===== src/rtl/uart_greeter_pkg.sv =====
package uart_greeter_pkg;

  localparam int MSG_LEN = 12;
  localparam logic [8*MSG_LEN-1:0] MSG_TEXT = "Hello World!";
  localparam int FRAME_BITS = 10;

  // strobe bundle from the sequencer to the transmit datapath
  typedef struct packed {
    logic       push;
    logic [7:0] data;
  } txReq_t;

  typedef enum logic {SEQ_SEND, SEQ_DONE} seqState_e;

  function automatic logic [7:0] msgChar(input int unsigned pos);
    return MSG_TEXT[8*(MSG_LEN-1-pos) +: 8];
  endfunction

endpackage


===== src/rtl/greet_seq.sv =====
module greet_seq
  import uart_greeter_pkg::*;
#(
  parameter int BLINK_CYCLES = 50_000_000
) (
  input  logic   clk,
  input  logic   rstN,
  input  logic   msgMode,
  input  logic   restart,
  input  logic   ready,
  output txReq_t req,
  output logic   led
);

  localparam int BW = (BLINK_CYCLES > 1) ? $clog2(BLINK_CYCLES) : 1;
  localparam logic [BW-1:0] BLINK_LAST = BW'(BLINK_CYCLES - 1);
  localparam int IW = $clog2(MSG_LEN);
  localparam logic [IW-1:0] IDX_LAST = IW'(MSG_LEN - 1);

  logic [BW-1:0] blinkCnt;
  logic          ledQ;
  logic [IW-1:0] idx;
  seqState_e     seqState;
  logic          blinkFire;
  logic          msgPush;

  assign blinkFire = !msgMode && (blinkCnt == BLINK_LAST);
  assign msgPush   = msgMode && (seqState == SEQ_SEND) && !restart;

  always_comb begin
    req.push = msgPush || blinkFire;
    req.data = msgMode ? msgChar(32'(idx)) : {7'b0011000, ~ledQ};
  end

  assign led = ledQ;

  // blink timer: counts only in blink mode
  always_ff @(posedge clk) begin
    if (!rstN) begin
      blinkCnt <= '0;
      ledQ     <= 1'b0;
    end else if (msgMode) begin
      blinkCnt <= '0;
    end else if (blinkCnt == BLINK_LAST) begin
      blinkCnt <= '0;
      ledQ     <= ~ledQ;
    end else begin
      blinkCnt <= blinkCnt + 1'b1;
    end
  end

  // string walker: advances on handshake only
  always_ff @(posedge clk) begin
    if (!rstN) begin
      idx      <= '0;
      seqState <= SEQ_SEND;
    end else if (restart) begin
      idx      <= '0;
      seqState <= SEQ_SEND;
    end else if (msgPush && ready) begin
      if (idx == IDX_LAST) seqState <= SEQ_DONE;
      else                 idx      <= idx + 1'b1;
    end
  end

endmodule


===== src/rtl/uart_tx_dp.sv =====
module uart_tx_dp
  import uart_greeter_pkg::*;
#(
  parameter int CLK_HZ = 100_000_000,
  parameter int BAUD   = 115_200
) (
  input  logic   clk,
  input  logic   rstN,
  input  txReq_t req,
  output logic   ready,
  output logic   txSer
);

  localparam int BIT_CYCLES = (CLK_HZ + BAUD / 2) / BAUD;
  localparam int CW = (BIT_CYCLES > 1) ? $clog2(BIT_CYCLES) : 1;
  localparam logic [CW-1:0] BIT_LAST = CW'(BIT_CYCLES - 1);
  localparam logic [3:0] STOP_IDX = 4'(FRAME_BITS - 1);

  logic                  holdFull;
  logic [7:0]            holdByte;
  logic                  busy;
  logic [FRAME_BITS-1:0] shiftReg;
  logic [3:0]            bitIdx;
  logic [CW-1:0]         baudCnt;
  logic                  bitEnd;
  logic                  frameEnd;
  logic                  loadNow;

  assign bitEnd   = busy && (baudCnt == BIT_LAST);
  assign frameEnd = bitEnd && (bitIdx == STOP_IDX);
  assign loadNow  = holdFull && (!busy || frameEnd);
  assign ready    = !holdFull;
  assign txSer    = busy ? shiftReg[0] : 1'b1;

  // shifter and bit timer
  always_ff @(posedge clk) begin
    if (!rstN) begin
      busy     <= 1'b0;
      shiftReg <= '1;
      bitIdx   <= '0;
      baudCnt  <= '0;
    end else if (loadNow) begin
      busy     <= 1'b1;
      shiftReg <= {1'b1, holdByte, 1'b0};
      bitIdx   <= '0;
      baudCnt  <= '0;
    end else if (busy) begin
      if (bitEnd) begin
        baudCnt <= '0;
        if (bitIdx == STOP_IDX) begin
          busy <= 1'b0;
        end else begin
          bitIdx   <= bitIdx + 1'b1;
          shiftReg <= {1'b1, shiftReg[FRAME_BITS-1:1]};
        end
      end else begin
        baudCnt <= baudCnt + 1'b1;
      end
    end
  end

  // one-entry holding buffer
  always_ff @(posedge clk) begin
    if (!rstN) begin
      holdFull <= 1'b0;
      holdByte <= '0;
    end else if (loadNow) begin
      holdFull <= 1'b0;
    end else if (req.push && !holdFull) begin
      holdFull <= 1'b1;
      holdByte <= req.data;
    end
  end

endmodule


===== src/rtl/uart_greeter.sv =====
module uart_greeter
  import uart_greeter_pkg::*;
#(
  parameter int CLK_HZ       = 100_000_000,
  parameter int BAUD         = 115_200,
  parameter int BLINK_CYCLES = 50_000_000
) (
  input  logic clk,
  input  logic rstN,
  input  logic msgMode,
  input  logic restart,
  output logic txSer,
  output logic led
);

  txReq_t txReq;
  logic   txReady;

  greet_seq #(
    .BLINK_CYCLES(BLINK_CYCLES)
  ) u_seq (
    .clk    (clk),
    .rstN   (rstN),
    .msgMode(msgMode),
    .restart(restart),
    .ready  (txReady),
    .req    (txReq),
    .led    (led)
  );

  uart_tx_dp #(
    .CLK_HZ(CLK_HZ),
    .BAUD  (BAUD)
  ) u_dp (
    .clk  (clk),
    .rstN (rstN),
    .req  (txReq),
    .ready(txReady),
    .txSer(txSer)
  );

endmodule


===== config.mk =====
export PLATFORM = sky130hd
export DESIGN_NAME = uart_greeter
export DESIGN_NICKNAME = d
export VERILOG_FILES = /design/src/rtl/uart_greeter_pkg.sv /design/src/rtl/greet_seq.sv /design/src/rtl/uart_tx_dp.sv /design/src/rtl/uart_greeter.sv
export SDC_FILE = /design/constraint.sdc
export NUM_CORES = 1
export LEC_CHECK = 0
export ABC_AREA = 1
export CORE_ASPECT_RATIO = 1.25
export CORE_MARGIN = 4
export CORE_UTILIZATION = 55
export CTS_BUF_LIST = sky130_fd_sc_hd__clkbuf_16
export DETAILED_ROUTE_END_ITERATION = 12
export PLACE_DENSITY = 0.77
export SLEW_MARGIN = 20
export SYNTH_ARGS = -nofsm -noshare
export SYNTH_HDL_FRONTEND = slang
export SYNTH_SLANG_ARGS = --single-unit

===== constraint.sdc =====
create_clock -name clk -period 2 [get_ports clk]
set_input_delay 0.6 -clock clk [delete_from_list [all_inputs] [get_ports clk]]
set_output_delay 0.6 -clock clk [all_outputs]
set_load 0.05 [all_outputs]

==> impl_metrics.csv, run 1 <==
group,metric,value,unit
routing,route.detailed.drc,0,
placement,place_area,3643,sq um
final_layout,post-route-cell-area,3974,sq um
sta,period_minus_slack,1.897,ns
placement,hpwl,5181,microns
floorplanning,die_w,78.98,microns
routing,vias,3126,
critical_path,crit_required,1.40,ns
critical_path,cp_max_fo,8,
sta,fin_skew,0.004765,ns
critical_path,crit_end,"txSer",
sta,fin_tns_setup,0,ns
critical_path,critical_path_class,"reg -> out",
floorplanning,start_util,56.54,%
routing,firstDrtPassIters,4,
sta,max_freq,527.1,MHz
power_and_ir_drop,internal-power,0.002522,W
synthesis,synth_top_family_by_area,"simple AND/OR/NAND/NOR gates",
power_and_ir_drop,power_frac_clock,51.6,%
floorplanning,dieHeight,96.72,microns
critical_path,worstSetupStartpointType,"flop",
synthesis,muxShareOfSynthArea,0,%
sta,worst_pin_slew,0.3191,ns
final_layout,drive_gt1_share,14.04,%
final_layout,utilization,64.87,%
sta,period_share,94.87,%
floorplanning,fp.dieArea,7638,sq um
critical_path,r2r_end,"u_dp.shiftReg[2]$_SDFFE_PN1P_",
global_routing,grt_max_degree,27,
synthesis,ys_ff_latch,64,
routing,first_iter_violations,161,
synthesis,synth_xor_area_share,3.035,%
critical_path,crit_path_top_delay_cell,"dfxtp_2",
critical_path,end_kind,"output port",
critical_path,cp.arrival,1.30,ns
clock_network,clock_sinks,64,
clock_network,clock_latency,0.33,ns
synthesis,ys_warn_count,0,
final_layout,nets,519,
routing,antenna_left,0,
power_and_ir_drop,peakVddDrop,0.6379,mV
critical_path,slowest_delay,0.39,ns
synthesis,syn_nets,502,
critical_path,path_cells,"inv_2 > or2_2 > buf_4",
clock_network,clockBufferDepth,2,
synthesis,syn_inst,491,
power_and_ir_drop,p_leak,1.493,nW
routing,post_drt_wl_per_cell,11.66,microns
sta,rsz0062_at_grt,"false",
outcome,status,"finished clean",
clock_network,cts_buffers,9,
global_routing,grtUsageTotal,20.17,%
power_and_ir_drop,p_sw,0.0007945,W
global_routing,grt_pass1_vias,2866,
global_routing,gr-total-overflow,0,
critical_path,reg2reg_depth,9,
placement,place.gp.congestion,0.9240,
critical_path,r2r-start,"u_dp.baudCnt[0]$_SDFFE_PP0P_",
floorplanning,rows,32,
global_routing,grt_pass1_wl,12540,microns
synthesis,synth-compound-area-share,10.33,%
flow_run,cap_viol_max_count,0,
critical_path,startpoint,"u_dp.busy$_SDFF_PN0_",
min_path,min_path_type,"reg -> reg",
sta,slew_violations,0,
global_routing,antenna_found_initial,0,
synthesis,yosys.area_share.adder,2.529,%
synthesis,synth_cell_types,38,
power_and_ir_drop,seqPwrFrac,40.9,%
clock_network,tritoncts,"done",
synthesis,synthesis.area,3463,sq um
sta,final-setup-viol-count,0,
floorplanning,io_pins,6,
synthesis,avgSynthCellArea,7.054,sq um
synthesis,seq_area_frac_synth,36.99,%
critical_path,r2r_setup_slack,0.20,ns
power_and_ir_drop,p_comb_share,7.5,%
placement,io_buffers,5,
sta,hold_viol_final,0,
clock_network,cts_resized,1,
sta,relSlewSlack,78.73,%
clock_network,post_cts_buffers,0,
clock_network,clk_pin_slew,0.06,ns
routing,wl,6973,microns
floorplanning,core,6126,sq um
power_and_ir_drop,powerDensity,834.6,nW/um^2
final_layout,area_growth,14.74,%
routing,viasPerCell,5.227,
clock_network,ctsHoldBuffers,0,
synthesis,yosys.area_share.simple,39.41,%
clock_network,htreeDepth,3,
clock_network,cts-root-buf,"clkbuf_16",
power_and_ir_drop,netSwitchingFraction,23.96,%
final_layout,num_antenna_cells,0,
## Yosys cell counts (all sizes together)
library cell    n  share of area, %
a21oi          37               5.3
a31oi           2              0.54
and2            1              0.18
buf             6               1.5
clkbuf          1              0.11
dfxtp          64                37
ha              7               2.5
inv            56               6.1
nand2         126                15
nand3          26               4.3
nand3b          6               1.3
nand4          16               3.9
nor2           83                11
nor3           13               2.3
nor3b           2              0.58
o211ai          7               1.5
o21ai          18               2.7
o31ai           1              0.22
or2             7               1.3
xnor2           3              0.76
xor2            9               2.3
## worst min-delay path by stage
| stage | slack [ns] | cells after the start | start | endpoint |
|---|---|---|---|---|
| 2_1_floorplan | 0.43 | 2 | u_dp.shiftReg[0]$_SDFFE_PN1P_ | u_dp.shiftReg[0]$_SDFFE_PN1P_ |
| 5_1_grt | 0.48 | 2 | u_dp.holdByte[4]$_SDFFE_PN0P_ | u_dp.holdByte[4]$_SDFFE_PN0P_ |
| 4_1_cts | 0.46 | 2 | u_dp.shiftReg[0]$_SDFFE_PN1P_ | u_dp.shiftReg[0]$_SDFFE_PN1P_ |
| 6_report | 0.46 | 2 | u_dp.shiftReg[0]$_SDFFE_PN1P_ | u_dp.shiftReg[0]$_SDFFE_PN1P_ |
| 3_5_place_dp | 0.45 | 2 | u_dp.shiftReg[0]$_SDFFE_PN1P_ | u_dp.shiftReg[0]$_SDFFE_PN1P_ |
| 3_3_place_gp | 0.44 | 2 | u_dp.shiftReg[0]$_SDFFE_PN1P_ | u_dp.shiftReg[0]$_SDFFE_PN1P_ |
## logic make-up (layout without fill, tap and decap cells)
family | after synthesis | count (layout)
simple gates | 280 | 280
buf+inv | 63 | 85
flops | 64 | 64
fa+ha+maj | 7 | 7
compound gates | 65 | 65
xor+xnor | 12 | 12
## metrics by stage
step / cells / total power (W) / hold WS, ns / setup WS, ns
CTS: 598 / 0.003355 / 0.4623 / 0.08953
floorplan: 491 / 0.001569 / 0.4257 / 0.2781
detailed placement: 582 / 0.001634 / 0.4499 / 0.02173
global placement: 582 / 0.001627 / 0.4410 / 0.07099
global route: 598 / 0.003449 / 0.4798 / 0.01381
finish: 598 / 0.003316 / 0.4584 / 0.1027
## layout make-up
type | count | area (sq um)
inverter | 56 | 210.2
timing repair buffer | 13 | 130.1
clock buffer | 9 | 225.2
multi-input combinational | 364 | 1916
tap | 85 | 106.4
sequential | 64 | 1284
fill | 531 | 2152
clock inverter | 7 | 102.6
## worst max-delay path, delay by kind of cell, from the launching register on
kind          cells  cell delay (ns)
buf+inv           2             0.30
flops             1             0.39
simple gates      1             0.28
## placed cells by master (no fill, tap or decap), types with 4 or more instances in the layout
cell type | Yosys | final
nand2_1 | 116 | 116
nor2_1 | 72 | 72
dfxtp_1 | 64 | 62
inv_1 | 45 | 45
a21oi_1 | 37 | 37
nand3_1 | 24 | 24
nand4_1 | 12 | 12
inv_2 | 11 | 11
nor3_1 | 11 | 11
o21ai_0 | 9 | 9
xor2_1 | 9 | 9
clkbuf_16 | 0 | 9
o21ai_1 | 8 | 8
buf_4 | 0 | 8
nand2_2 | 7 | 7
nor2_4 | 7 | 7
o211ai_1 | 7 | 7
ha_1 | 7 | 7
nand3b_1 | 6 | 6
or2_0 | 6 | 6
nor2_2 | 4 | 4
## state kept, by name (all words and copies together) (netlist names)
name            cells
u_seq.blinkCnt     26
u_dp.busy           1
u_seq.idx           4
u_seq.seqState      1
u_dp.shiftReg       9
u_dp.holdFull       1
u_dp.baudCnt       10
u_seq.led           1
u_dp.holdByte       7
u_dp.bitIdx         4
## routing by layer
| layer | vias to the layer above | global-route usage, % | part of all wire (%) |
|---|---|---|---|
| li1 | 1638 | - | - |
| met1 | 1397 | 24.72 | 44 |
| met2 | 69 | 33.07 | 49 |
| met3 | 22 | 4.842 | 3.9 |
| met4 | 0 | 9.127 | 2.6 |
| met5 | - | 0 | 0 |
## power by group through the flow
stage | sequential [W] | clock [W] | combinational [W]
6_report | 0.00136 | 0.00171 | 0.000249
3_5_place_dp | 0.00138 | 0 | 0.000249
4_1_cts | 0.00136 | 0.00175 | 0.000251
2_1_floorplan | 0.00138 | 0 | 0.000194
5_1_grt | 0.00136 | 0.00180 | 0.000287
3_3_place_gp | 0.00138 | 0 | 0.000244
Note: power is estimated with default switching activity, not from simulation.
==> inputs of run 2 (changes only) <==
ABC_CLOCK_PERIOD_IN_PS = 2000   (was unset)
CAP_MARGIN = 25   (was unset)
==> results of run 2 <==
The final DEF is identical to that of run 1; final timing and power are the same.
==> inputs of run 3 (changes only) <==
CORE_MARGIN = 1   (was 4)
CTS_BUF_LIST = unset   (was sky130_fd_sc_hd__clkbuf_16)
==> impl_metrics.csv, run 3 (synthesis results as in run 1) <==
group,metric,value,unit
global_routing,grt_pass1_wl,12620,microns
critical_path,crit_end,"txSer",
routing,first_iter_violations,158,
sta,relSlewSlack,78.48,%
critical_path,r2r-start,"u_dp.bitIdx[0]$_SDFFE_PP0P_",
sta,hold_viol_final,0,
placement,hpwl,5338,microns
sta,period_minus_slack,1.943,ns
clock_network,cts_buffers,9,
critical_path,critical_path_class,"reg -> out",
min_path,min_path_type,"reg -> reg",
final_layout,largest_registers,"u_seq.blinkCnt x26, u_dp.baudCnt x10, u_dp.shiftReg x9",
sta,rsz0062_at_grt,"false",
final_layout,layout_common_cells,"116 x nand2_1, 72 x nor2_1, 63 x dfxtp_1",
sta,final-setup-viol-count,0,
sta,period_share,97.13,%
critical_path,r2r_setup_slack,0.25,ns
final_layout,seq_area,1282,sq um
floorplanning,core,5934,sq um
routing,vias,3102,
global_routing,grt_pass1_vias,3004,
final_layout,fillers,517,
critical_path,worstSetupStartpointType,"flop",
final_layout,nets,519,
outcome,status,"finished clean",
routing,route.detailed.drc,0,
critical_path,cp_max_fo,8,
final_layout,num_antenna_cells,0,
floorplanning,die_w,72.98,microns
critical_path,path_cells,"inv_2 > or2_2 > buf_4",
power_and_ir_drop,p_leak,1.438,nW
sta,worst_pin_slew,0.3228,ns
routing,viasPerCell,5.213,
clock_network,clk_pin_slew,0.08,ns
placement,place.gp.congestion,0.9341,
placement,io_buffers,5,
routing,antenna_left,0,
final_layout,final_common_cell,"nand2_1",
sta,max_freq,514.8,MHz
clock_network,tritoncts,"done",
clock_network,ctsHoldBuffers,0,
sta,fin_tns_setup,0,ns
global_routing,gr-total-overflow,0,
critical_path,cp.arrival,1.34,ns
global_routing,grt_max_degree,27,
clock_network,clockBufferDepth,2,
critical_path,slowest_delay,0.41,ns
final_layout,multi_input_area,1916,sq um
global_routing,grtUsageTotal,24.19,%
clock_network,cts-root-buf,"clkbuf_8",
global_routing,antenna_found_initial,0,
sta,slew_violations,0,
power_and_ir_drop,total_power,0.002864,W
floorplanning,fp.dieArea,6620,sq um
final_layout,drive_gt1_share,13.84,%
critical_path,crit_required,1.40,ns
clock_network,clock_sinks,64,
clock_network,htreeDepth,3,
routing,firstDrtPassIters,4,
power_and_ir_drop,powerDensity,744.8,nW/um^2
floorplanning,io_pins,6,
power_and_ir_drop,peakVddDrop,0.5405,mV
floorplanning,rows,31,
critical_path,reg2reg_depth,9,
routing,wl,7127,microns
placement,place_area,3615,sq um
final_layout,largest_register_ffs,26,
floorplanning,start_util,58.36,%
critical_path,end_kind,"output port",
flow_run,cap_viol_max_count,0,
final_layout,post-route-cell-area,3845,sq um
sta,holdWs,0.4602,ns
final_layout,max_flop_register,"u_seq.blinkCnt",
sta,fin_skew,0.01272,ns
critical_path,crit_path_top_delay_cell,"dfxtp_2",
clock_network,clock_latency,0.35,ns
final_layout,area_growth,11.02,%
critical_path,startpoint,"u_dp.busy$_SDFF_PN0_",
floorplanning,dieHeight,90.72,microns
critical_path,r2r_end,"u_dp.shiftReg[7]$_SDFFE_PN1P_",
routing,post_drt_wl_per_cell,11.98,microns
==> run 3: cell type report <==
class | count | share of cell area [%]
clock buffer | 9 | 3.222
clock inverter | 7 | 2.733
inverter | 56 | 5.467
multi-input combinational | 364 | 49.82
sequential | 64 | 33.36
tap | 82 | 2.668
timing repair buffer | 13 | 2.733
==> run 3: repair_timing <==
item,in CTS,in global routing
gates resized for setup,1,0
buffers inserted,0,0
setup endpoints to repair,1,0
==> run 3: power breakdown <==
part	leakage (nW)	switching (W)	total [W]	internal [W]
combinational	0.807	0.000156	0.000243	0.0000875
sequential	0.520	0.0000332	0.00136	0.00132
clock	0.112	0.000548	0.00126	0.000716
==> run 3: worst min path at each step <==
stage / end / from / depth (start not counted) / slack [ns]
after global routing: u_dp.shiftReg[2]$_SDFFE_PN1P_ / u_dp.shiftReg[2]$_SDFFE_PN1P_ / 2 / 0.51
final: u_dp.shiftReg[0]$_SDFFE_PN1P_ / u_dp.shiftReg[0]$_SDFFE_PN1P_ / 2 / 0.46
after CTS: u_dp.shiftReg[0]$_SDFFE_PN1P_ / u_dp.shiftReg[0]$_SDFFE_PN1P_ / 2 / 0.46
after floorplan: u_dp.shiftReg[0]$_SDFFE_PN1P_ / u_dp.shiftReg[0]$_SDFFE_PN1P_ / 2 / 0.43
after detailed placement: u_dp.shiftReg[0]$_SDFFE_PN1P_ / u_dp.shiftReg[0]$_SDFFE_PN1P_ / 2 / 0.45
after global placement: u_dp.shiftReg[0]$_SDFFE_PN1P_ / u_dp.shiftReg[0]$_SDFFE_PN1P_ / 2 / 0.44
==> run 3: layer usage <==
layer | wire length [microns] | vias to the layer above | global-route usage [%]
met3 | 254 | 13 | 4.464
met4 | 170 | 0 | 12.91
met5 | 0 | - | 0
met2 | 3580 | 67 | 41.12
li1 | - | 1630 | -
met1 | 3122 | 1392 | 28.14
==> run 3: critical path, delay by kind of cell (launching register included) <==
kind	cells	cell delay, ns
buffers and inverters	2	0.30
AND/OR/NAND/NOR	1	0.28
flip-flops	1	0.41
==> run 3: metrics by stage <==
stage / utilization, % / instances / setup WS [ns]
after global placement: 60.91 / 579 / 0.05393
after CTS: 64.79 / 595 / 0.04673
after floorplan: - / 491 / 0.2781
after global routing: 64.79 / 595 / 0.01496
final: 64.79 / 595 / 0.05742
after detailed placement: 60.91 / 579 / 0.002866
